## src/rtl/cerr_pkg.sv

```systemverilog
package cerr_pkg;
  localparam int NCLS  = 10;
  localparam int CLS_W = 4;
  localparam int CSR_W = 13;

  typedef enum logic [CLS_W-1:0] {
    CLS_SBE     = 4'd0,
    CLS_SBE_OVF = 4'd1,
    CLS_DBE     = 4'd2,
    CLS_TAGMH   = 4'd3,
    CLS_DUPMH   = 4'd4,
    CLS_BUS     = 4'd5,
    CLS_SNP     = 4'd6,
    CLS_PIO     = 4'd7,
    CLS_CFG     = 4'd8,
    CLS_UNEXP   = 4'd9
  } cls_e;

  // correctable classes: only single-bit data ECC
  localparam logic [NCLS-1:0] COR_MASK = NCLS'(1) << int'(CLS_SBE);

  // CSR field positions
  localparam int CB_CHK = NCLS;      // control: ECC check enable
  localparam int CB_W1C = NCLS + 1;  // control: clearing mode
  localparam int SB_OVC = NCLS;      // status: correctable overflow
  localparam int SB_OVU = NCLS + 1;  // status: uncorrectable overflow
  localparam int SB_CLR = NCLS + 2;  // status: counter clear strobe

  localparam logic SEL_CTRL = 1'b0;
  localparam logic SEL_STAT = 1'b1;

  typedef struct packed {
    logic lock_any;
    logic lock_unc;
    logic set_ovc;
    logic set_ovu;
    logic capture;
  } lock_dec_t;
endpackage

```

## src/rtl/cerr_event_filter.sv

```systemverilog
module cerr_event_filter
  import cerr_pkg::*;
#(
  parameter int N = NCLS
) (
  input  logic             ev_valid,
  input  logic [CLS_W-1:0] ev_class,
  input  logic             ecc_chk,
  output logic             acc,
  output logic [N-1:0]     ev_vec,
  output logic             is_cor,
  output logic             is_cfg
);
  logic [N-1:0] raw;

  generate
    for (genvar g = 0; g < N; g++) begin : g_dec
      if (g == int'(CLS_SBE_OVF)) begin : g_internal
        assign raw[g] = 1'b0;
      end else if (g == int'(CLS_SBE) || g == int'(CLS_DBE)) begin : g_ecc
        assign raw[g] = ev_valid && ecc_chk && (ev_class == CLS_W'(g));
      end else begin : g_plain
        assign raw[g] = ev_valid && (ev_class == CLS_W'(g));
      end
    end
  endgenerate

  assign ev_vec = raw;
  assign acc    = |raw;
  assign is_cor = |(raw & COR_MASK);
  assign is_cfg = raw[int'(CLS_CFG)];
endmodule

```

## src/rtl/cerr_lock_eval.sv

```systemverilog
module cerr_lock_eval
  import cerr_pkg::*;
#(
  parameter int N = NCLS
) (
  input  logic [N-1:0] status,
  input  logic [N-1:0] enable,
  input  logic         acc,
  input  logic         is_cor,
  input  logic         is_cfg,
  output lock_dec_t    dec
);
  logic [N-1:0] locked;
  logic lk_cor, lk_unc, lk_any;

  assign locked = status & enable;
  assign lk_cor = |(locked & COR_MASK);
  assign lk_unc = |(locked & ~COR_MASK);
  assign lk_any = lk_cor | lk_unc;

  always_comb begin
    dec.lock_any = lk_any;
    dec.lock_unc = lk_unc;
    dec.set_ovu  = acc && !is_cor && lk_unc;
    dec.set_ovc  = acc && ((is_cor && lk_any) || (!is_cor && lk_cor && !lk_unc));
    dec.capture  = acc && !is_cfg && (!lk_any || (!is_cor && !lk_unc));
  end
endmodule

```

## src/rtl/cerr_sbe_counter.sv

```systemverilog
module cerr_sbe_counter #(
  parameter int CNT_W = 8
) (
  input  logic             clk,
  input  logic             rst,
  input  logic             clr,
  input  logic             inc,
  output logic [CNT_W-1:0] cnt,
  output logic             wrap
);
  localparam logic [CNT_W-1:0] CMAX = '1;

  logic at_max;
  assign at_max = (cnt == CMAX);
  assign wrap   = inc && at_max && !clr;

  always_ff @(posedge clk) begin
    if (rst) begin
      cnt <= '0;
    end else if (clr) begin
      cnt <= inc ? CNT_W'(1) : '0;
    end else if (inc && !at_max) begin
      cnt <= cnt + CNT_W'(1);
    end
  end

  AST_CNT_SATURATE: assert property (@(posedge clk) disable iff (rst)
    (inc && at_max && !clr) |=> (cnt == CMAX));
  AST_CNT_CLR_HW_WINS: assert property (@(posedge clk) disable iff (rst)
    (clr && inc) |=> (cnt == CNT_W'(1)));
endmodule

```

## src/rtl/cerr_status_top.sv

```systemverilog
module cerr_status_top
  import cerr_pkg::*;
#(
  parameter int ADDR_W = 32,
  parameter int INFO_W = 16,
  parameter int CNT_W  = 8
) (
  input  logic              clk,
  input  logic              rst,
  input  logic              ev_valid,
  input  logic [CLS_W-1:0]  ev_class,
  input  logic [ADDR_W-1:0] ev_addr,
  input  logic [INFO_W-1:0] ev_info,
  input  logic              csr_we,
  input  logic              csr_sel,
  input  logic [CSR_W-1:0]  csr_wdata,
  output logic [NCLS-1:0]   status_o,
  output logic [NCLS-1:0]   enable_o,
  output logic              ecc_chk_o,
  output logic              w1c_mode_o,
  output logic              ovf_cor_o,
  output logic              ovf_unc_o,
  output logic [CNT_W-1:0]  sbe_cnt_o,
  output logic [ADDR_W-1:0] err_addr_o,
  output logic [INFO_W-1:0] err_info_o,
  output logic              async_rpt_o
);
  logic            acc, is_cor, is_cfg, wrap;
  logic [NCLS-1:0] ev_vec, hw_set;
  lock_dec_t       dec;

  logic wr_ctrl, wr_stat, cnt_clr;
  assign wr_ctrl = csr_we && (csr_sel == SEL_CTRL);
  assign wr_stat = csr_we && (csr_sel == SEL_STAT);
  assign cnt_clr = wr_stat && csr_wdata[SB_CLR];

  cerr_event_filter #(.N(NCLS)) u_filter (
    .ev_valid(ev_valid), .ev_class(ev_class), .ecc_chk(ecc_chk_o),
    .acc(acc), .ev_vec(ev_vec), .is_cor(is_cor), .is_cfg(is_cfg)
  );

  cerr_lock_eval #(.N(NCLS)) u_lock (
    .status(status_o), .enable(enable_o), .acc(acc),
    .is_cor(is_cor), .is_cfg(is_cfg), .dec(dec)
  );

  cerr_sbe_counter #(.CNT_W(CNT_W)) u_cnt (
    .clk(clk), .rst(rst), .clr(cnt_clr), .inc(is_cor),
    .cnt(sbe_cnt_o), .wrap(wrap)
  );

  always_comb begin
    hw_set = ev_vec;
    hw_set[int'(CLS_SBE_OVF)] = wrap;
  end

  // software-written value of one bit under the current clearing mode
  function automatic logic sw_bit(input logic cur, input logic wr, input logic d,
                                  input logic w1c);
    if (!wr) return cur;
    return w1c ? (cur & ~d) : d;
  endfunction

  logic [NCLS-1:0] st_n, en_n;
  logic            ovc_n, ovu_n, chk_n, w1c_n;

  always_comb begin
    en_n  = wr_ctrl ? csr_wdata[NCLS-1:0] : enable_o;
    chk_n = wr_ctrl ? csr_wdata[CB_CHK]   : ecc_chk_o;
    w1c_n = wr_ctrl ? csr_wdata[CB_W1C]   : w1c_mode_o;
    for (int i = 0; i < NCLS; i++) begin
      st_n[i] = sw_bit(status_o[i], wr_stat, csr_wdata[i], w1c_mode_o) | hw_set[i];
    end
    ovc_n = sw_bit(ovf_cor_o, wr_stat, csr_wdata[SB_OVC], w1c_mode_o) | dec.set_ovc;
    ovu_n = sw_bit(ovf_unc_o, wr_stat, csr_wdata[SB_OVU], w1c_mode_o) | dec.set_ovu;
  end

  always_ff @(posedge clk) begin
    if (rst) begin
      status_o    <= '0;
      enable_o    <= '0;
      ecc_chk_o   <= 1'b1;
      w1c_mode_o  <= 1'b0;
      ovf_cor_o   <= 1'b0;
      ovf_unc_o   <= 1'b0;
      async_rpt_o <= 1'b0;
    end else begin
      status_o    <= st_n;
      enable_o    <= en_n;
      ecc_chk_o   <= chk_n;
      w1c_mode_o  <= w1c_n;
      ovf_cor_o   <= ovc_n;
      ovf_unc_o   <= ovu_n;
      async_rpt_o <= |(st_n & en_n);
    end
  end

  always_ff @(posedge clk) begin
    if (rst) begin
      err_addr_o <= '0;
      err_info_o <= '0;
    end else if (dec.capture) begin
      err_addr_o <= ev_addr;
      err_info_o <= ev_info;
    end
  end

  AST_RPT_TRACKS_LOCK: assert property (@(posedge clk) disable iff (rst)
    async_rpt_o == (|(status_o & enable_o)));
  AST_UNC_LOCK_HOLDS: assert property (@(posedge clk) disable iff (rst)
    (acc && dec.lock_unc) |=> ($stable(err_addr_o) && $stable(err_info_o)));
  AST_CFG_NO_CAPTURE: assert property (@(posedge clk) disable iff (rst)
    (acc && is_cfg) |=> ($stable(err_addr_o) && $stable(err_info_o)));
  AST_OVF_UNC_SETS: assert property (@(posedge clk) disable iff (rst)
    (acc && !is_cor && dec.lock_unc) |=> ovf_unc_o);
  AST_OVF_COR_SETS: assert property (@(posedge clk) disable iff (rst)
    (acc && is_cor && dec.lock_any) |=> ovf_cor_o);
  AST_ECC_OFF_IGNORED: assert property (@(posedge clk) disable iff (rst)
    (ev_valid && !ecc_chk_o && !csr_we && (ev_class == CLS_DBE))
      |=> ($stable(status_o) && $stable(ovf_unc_o) && $stable(err_addr_o)));
  AST_HW_SET_WINS: assert property (@(posedge clk) disable iff (rst)
    acc |=> ((status_o & $past(ev_vec)) == $past(ev_vec)));
endmodule

```

## config.mk

```make
export PLATFORM = sky130hd
export DESIGN_NAME = cerr_status_top
export DESIGN_NICKNAME = d
export VERILOG_FILES = /design/src/rtl/cerr_pkg.sv /design/src/rtl/cerr_event_filter.sv /design/src/rtl/cerr_lock_eval.sv /design/src/rtl/cerr_sbe_counter.sv /design/src/rtl/cerr_status_top.sv
export SDC_FILE = /design/constraint.sdc
export NUM_CORES = 1
export LEC_CHECK = 0
export ABC_AREA = 1
export CAP_MARGIN = 10
export CORE_MARGIN = 5
export CORE_UTILIZATION = 48
export CTS_BUF_LIST = sky130_fd_sc_hd__clkbuf_8
export DETAILED_ROUTE_END_ITERATION = 6
export PLACE_DENSITY = 0.95
export SLEW_MARGIN = 30
export SYNTH_ARGS = -nofsm -noshare
export SYNTH_HDL_FRONTEND = slang
export SYNTH_SLANG_ARGS = --single-unit
```

## constraint.sdc

```tcl
create_clock -name clk -period 3 [get_ports clk]
set_clock_uncertainty 0.15 [all_clocks]
set_input_delay 0.45 -clock clk [delete_from_list [all_inputs] [get_ports clk]]
set_output_delay 0.45 -clock clk [all_outputs]
set_load 0.02 [all_outputs]
```

After elaboration in Yosys (flattened, before gate mapping)
Index checks and enable logic that the tools add are counted.
- $add $sub $neg: 1
- eq/ne operators: 9
- mux-type cells: 28
- bitwise logic cells: 40
- reductions and logical operators: 38
- operators by type and width (cell ; number):
    logical AND 1 bit ; 25
    two-way mux 1 bit ; 25
    AND 10 bit ; 2
    OR reduction 9 bit ; 2
    equality test 4 x 3 -> 1 bit (second input constant) ; 4
    two-way mux 8 bit ; 2
    inverter 1 bit ; 13
    OR 1 bit ; 13
    AND 1 bit ; 12
    two-way mux 10 bit ; 1
    OR reduction 10 bit ; 1
    adder 8 x 1 -> 8 bit (second input constant) ; 1
    equality test 4 x 2 -> 1 bit (second input constant) ; 2
    equality test 4 bit (second input constant) ; 2
    equality test 8 bit (second input constant) ; 1
    zero test 1 bit ; 6
    zero test 4 bit ; 1
    logical OR 1 bit ; 2
    nonzero test 2 bit ; 1
- register bits after elaboration: 81
- input bits: 70
- word-level logic and storage cells: 126

Longest topological paths before layout
- depth after elaboration: 8
- gate-level depth with buffers: 12

By module
A second synthesis with hierarchy kept.
- cell total of the unflattened synthesis: 547
- area total of the unflattened synthesis: 3689.8 um2
- modules (own cells, without submodules) (module ; times used ; cells an instance ; area each (um2)):
    cerr_status_top ; 1 ; 407 ; 2879.0
    cerr_sbe_counter ; 1 ; 74 ; 506.7
    cerr_event_filter ; 1 ; 34 ; 158.9
    cerr_lock_eval ; 1 ; 32 ; 145.1

Worst setup path before layout
OpenSTA, ideal clock, no wires.
- path kind: flip-flop to flip-flop
- start point: register u_cnt.cnt[1]
- end point: register u_cnt.cnt[5]
- setup time: 116 ps
- data arrival time: 1541 ps
- required time: 2734 ps
- path slack: 1194 ps
- cell stages (with the launch flop): 10
- clock period less this slack: 1806 ps
- path through: dfxtp_1 > ha_1 > nand2_1 > nor2_1 > nand2_1 > nand2_1 > nand2_2 > nand3_1 > xor2_1 > nor2_1
- cells in the longest elaborated chain, start to end: 4
- elaborated cells on any way between the ends: 7
- those cells by class: 1 x add/sub; 1 x eq/ne; 2 x mux; 3 x reduce/logical
- RTL lines (item ; line ; RTL):
    start, declared ; cerr_sbe_counter.sv:8 ; output logic [CNT_W-1:0] cnt,
    start signal, assigned ; cerr_sbe_counter.sv:21 ; cnt <= inc ? CNT_W'(1) : '0;
    start signal, assigned ; cerr_sbe_counter.sv:23 ; cnt <= cnt + CNT_W'(1);
    branches (longest 4 deep; another with adder 8 x 1 -> 8 bit) ; - ;
Parallel ways; which one is timed is not known. The select of a mux whose other input is x is not followed.
A chain may end at the register's enable or synchronous reset.

Final worst setup path
- start point: input ev_valid
- end point: register err_addr_o[12]
- cells in the longest elaborated chain, start to end: 6
- elaborated cells on any way between the ends: 17
- those cells by class: 17 x reduce/logical
- RTL lines (item ; line ; RTL):
    start, declared ; cerr_status_top.sv:10 ; input logic ev_valid,
    branches (longest 5 deep; another with OR reduction 9 bit) ; - ;
    logical AND 1 bit (*) ; cerr_lock_eval.sv:26 ; dec.capture = acc && !is_cfg && (!lk_any || (!is_cor && !lk_unc));
    end signal, assigned ; cerr_status_top.sv:103 ; err_addr_o <= ev_addr;
    end, declared ; cerr_status_top.sv:24 ; output logic [ADDR_W-1:0] err_addr_o,
Mark *: on every way between the ends.

==> results.md <==
* Clock input transition at the sequential cells of the worst setup and hold paths at 0.09 ns
* Post-cts sizing count at 0
* Sink Count at between 80 and 90
* Detailed-routing iteration count for the pre-antenna-repair pass at 5
* Insertion delay of the later-clocked pin in the worst-skew pair at approximately 0.34 ns
* Cell with the most instances after synthesis: sky130_fd_sc_hd__nand2_1
* Combined area of the multi-input logic cells at 1860 um2
* Total number of placement rows at 32
* Hold crit path type: register to register
* Initial core utilization at between 40 and 50%
* Number of fillers in the final layout at 592
* Worst-case clock buffer depth at 2
* Primary flip-flop cell chosen by synthesis mapping: sky130_fd_sc_hd__dfxtp_1
* Slowest library cell on the worst path: sky130_fd_sc_hd__inv_2
* Worst-path cell chain: clkdlybuf4s50_1 > inv_2 > nor2_2 > nand2_1 > nor2_2 > nor3_2 > nand2_2 > nand2_2 > inv_2 > nor2_1 > nor2_1
* Cell total after placement at 791
* Total power at 2.63 mW
* Postcts setup bufs at 0
* H-tree Lvls at 3
* Vias per Instance at 4.98
* Crit Path Category: input port to register
* RSZ-0062 raised after global routing: false
* CTS Root Buffer Type: sky130_fd_sc_hd__clkbuf_8
* Final HPWL DP at 8270 um
* Measured slew at the worst slew-check pin at 0.888 ns
* Pin count of the biggest net entering global routing at 50
* Number of nets still failing antenna checks after routing at 0
* Synthesized cell area at 3810 um2
* Final Hold Violating Endpoints at 0
* Core region area at just under 8000 um2
* Clock period minus final worst setup slack at approximately 2.4 ns
* Vertical die dimension at 99.1 um
* Total DRC errors in the routed layout at 0
* Post-synthesis cell type count at 29
* Maximum single-stage delay on the critical path at about 0.63 ns
* Register area share after synthesis at 42.6%
* Number of violations of the max-capacitance limit at 0
* Data arrival time at the worst-slack endpoint at 2.57 ns
* Nets in the synthesized netlist at 629
* Number of synthesized flops with an enable pin at 0
* Max-Slew Margin vs Limit at about two fifths
* Synthesis-to-layout area growth at 44.9%
* Number of antenna diodes at 0
* Biggest area consumer among synthesized cells: sky130_fd_sc_hd__dfxtp_1
* Proportion of synthesized flip-flops having asynchronous set or reset at 0%
* DP Worst Slack at 0.195 ns
* Max Fclk at roughly 400 MHz
* Commonest cells in the synthesized netlist: sky130_fd_sc_hd__nand2_1, sky130_fd_sc_hd__nor2_1, sky130_fd_sc_hd__dfxtp_1, sky130_fd_sc_hd__nand3b_1, sky130_fd_sc_hd__inv_1
* WL/cell at 13.9 um
* Die outline area at 9820 um2
* # hold bufs at CTS at 0
* Total setup violations reported at the end of the flow at 0
* Total of buffers placed on input and output ports at 150
* Final setup margin at 0.562 ns
* Clock tree from TritonCTS: done
* Nets at 771
* Area fraction of the dominant cell type after synthesis at between 40 and 50%
* Die Wd at 99.1 um
* Post-synthesis instance total at 558
* Final clock period utilization by the worst path at 81.3%
* Aggregate routed wire length at ~11000 um
* Vias at 4017
* Synthesis-stage register bit count at 81
* GRT Resource Usage Total at 22.2%
* Max IR drop VDD at 0.000269 V
* Number of buffers created by CTS at 9
* Status: complete, no violations
* Total negative slack for setup checks at 0 ns
* Area taken by flip-flops and latches at roughly 1600 um2
* Final std cells w/o fill at around 800
* Critical Path Sink Type: register
* Number of global-route vias before repair at 3913
* Share of post-route cells with drive strength above 1 at 6.24%
* Final count of pins violating max slew at 0
* Starting DRC count in detailed routing at 158
* Critical Path RT at between 3 and 4 ns
* Average size of a mapped cell at 6.83 um2
* Grt total ovfl at 0
* Maximum fanout count along the critical path at 48
* Number of warning messages in the yosys log at 0
* Antenna violations before repair at 0
* Power density over the cells at approximately 480 nW/um2
* Ports placed on the boundary at 151
* Kind of start point of the critical path: input port
* Total leakage power at 2.39 nW
* Synth area leaders: sky130_fd_sc_hd__dfxtp_1, sky130_fd_sc_hd__nand2_1, sky130_fd_sc_hd__nor2_1
* First-pass GRT wire length at 18000 um
* Final weighted congestion of routability-driven global placement at ~0.84
## path summary, 6_finish.rpt
| check | slack, ns | from | cells after the start | to |
|---|---|---|---|---|
| worst max-delay path | 0.56 | ev_valid | 11 | err_addr_o[12]$_SDFFE_PP0P_ |
| worst min-delay path | 0.33 | u_cnt.cnt[6]$_SDFFE_PP0P_ | 2 | u_cnt.cnt[6]$_SDFFE_PP0P_ |
| worst max register to register | 0.76 | enable_o[5]$_SDFF_PP0_ | 9 | err_addr_o[12]$_SDFFE_PP0P_ |
| worst min register to register | 0.33 | u_cnt.cnt[6]$_SDFFE_PP0P_ | 2 | u_cnt.cnt[6]$_SDFFE_PP0P_ |
## cells by family after synthesis
logic type,synth area share (%)
flip-flops,42.6
XOR/XNOR,0.230
buffers and inverters,8.80
adder cells (fa/ha/maj),0.328
AO/OA/AOI/OAI,4.80
AND/OR/NAND/NOR,43.0
multiplexers,0.263
## report_power, final
| group | internal (mW) | switching (mW) | total (mW) | leakage, nW |
|---|---|---|---|---|
| clock network | 0.308 | 0.425 | 0.733 | 0.0827 |
| logic | 0.323 | 0.360 | 0.683 | 1.64 |
| registers | 1.16 | 0.0550 | 1.21 | 0.665 |
## cell type report
cell class | instances | share of cell area (%)
tap | 102 | 2.31
clock inverter | 7 | 0.975
clock buffer | 9 | 2.24
timing repair buffer | 157 | 28.2
inverter | 48 | 3.26
multi-input combinational | 403 | 33.7
sequential | 81 | 29.4
## registers in the layout, summed over array words and instances, names as in the netlist
signal       cells
err_addr_o      32
err_info_o      16
enable_o        10
status_o        10
u_cnt.cnt        8
async_rpt_o      1
ecc_chk_o        1
ovf_cor_o        1
ovf_unc_o        1
w1c_mode_o       1
## placed cells by master, fill, tap and decap left out, types with 7 or more instances in the layout
master / Yosys / routed
sky130_fd_sc_hd__nand2_1: 152 / 152
sky130_fd_sc_hd__clkdlybuf4s50_1: 0 / 150
sky130_fd_sc_hd__nor2_1: 119 / 118
sky130_fd_sc_hd__dfxtp_1: 81 / 81
sky130_fd_sc_hd__nand3b_1: 48 / 48
sky130_fd_sc_hd__inv_1: 43 / 43
sky130_fd_sc_hd__nand3_1: 26 / 26
sky130_fd_sc_hd__o21ai_0: 18 / 18
sky130_fd_sc_hd__a21oi_1: 13 / 13
sky130_fd_sc_hd__nor2_2: 12 / 12
sky130_fd_sc_hd__clkbuf_8: 0 / 9
sky130_fd_sc_hd__buf_4: 2 / 7
## worst max-delay path, delay by kind of cell
family / cells / cell delay [ns]
buf+inv: 3 / 1.31
simple gates: 8 / 0.78
## stage by stage
stage	utilization (%)	cell area, um2	hold WS [ns]
2_1_floorplan	-	3810	0.369
3_3_place_gp	69.1	5340	0.303
3_5_place_dp	69.1	5340	0.319
4_1_cts	71.4	5520	0.331
5_1_grt	71.4	5520	0.360
6_report	71.4	5520	0.328
## metal layers
layer / up-vias / GRT usage (%) / wire [um]
met5: - / 0 / 0
met4: 0 / 9.98 / 343
met3: 32 / 4.95 / 840
met2: 161 / 37.2 / 5420
met1: 1800 / 27.2 / 4610
li1: 2024 / - / -
(Power assumes the default switching activity.)
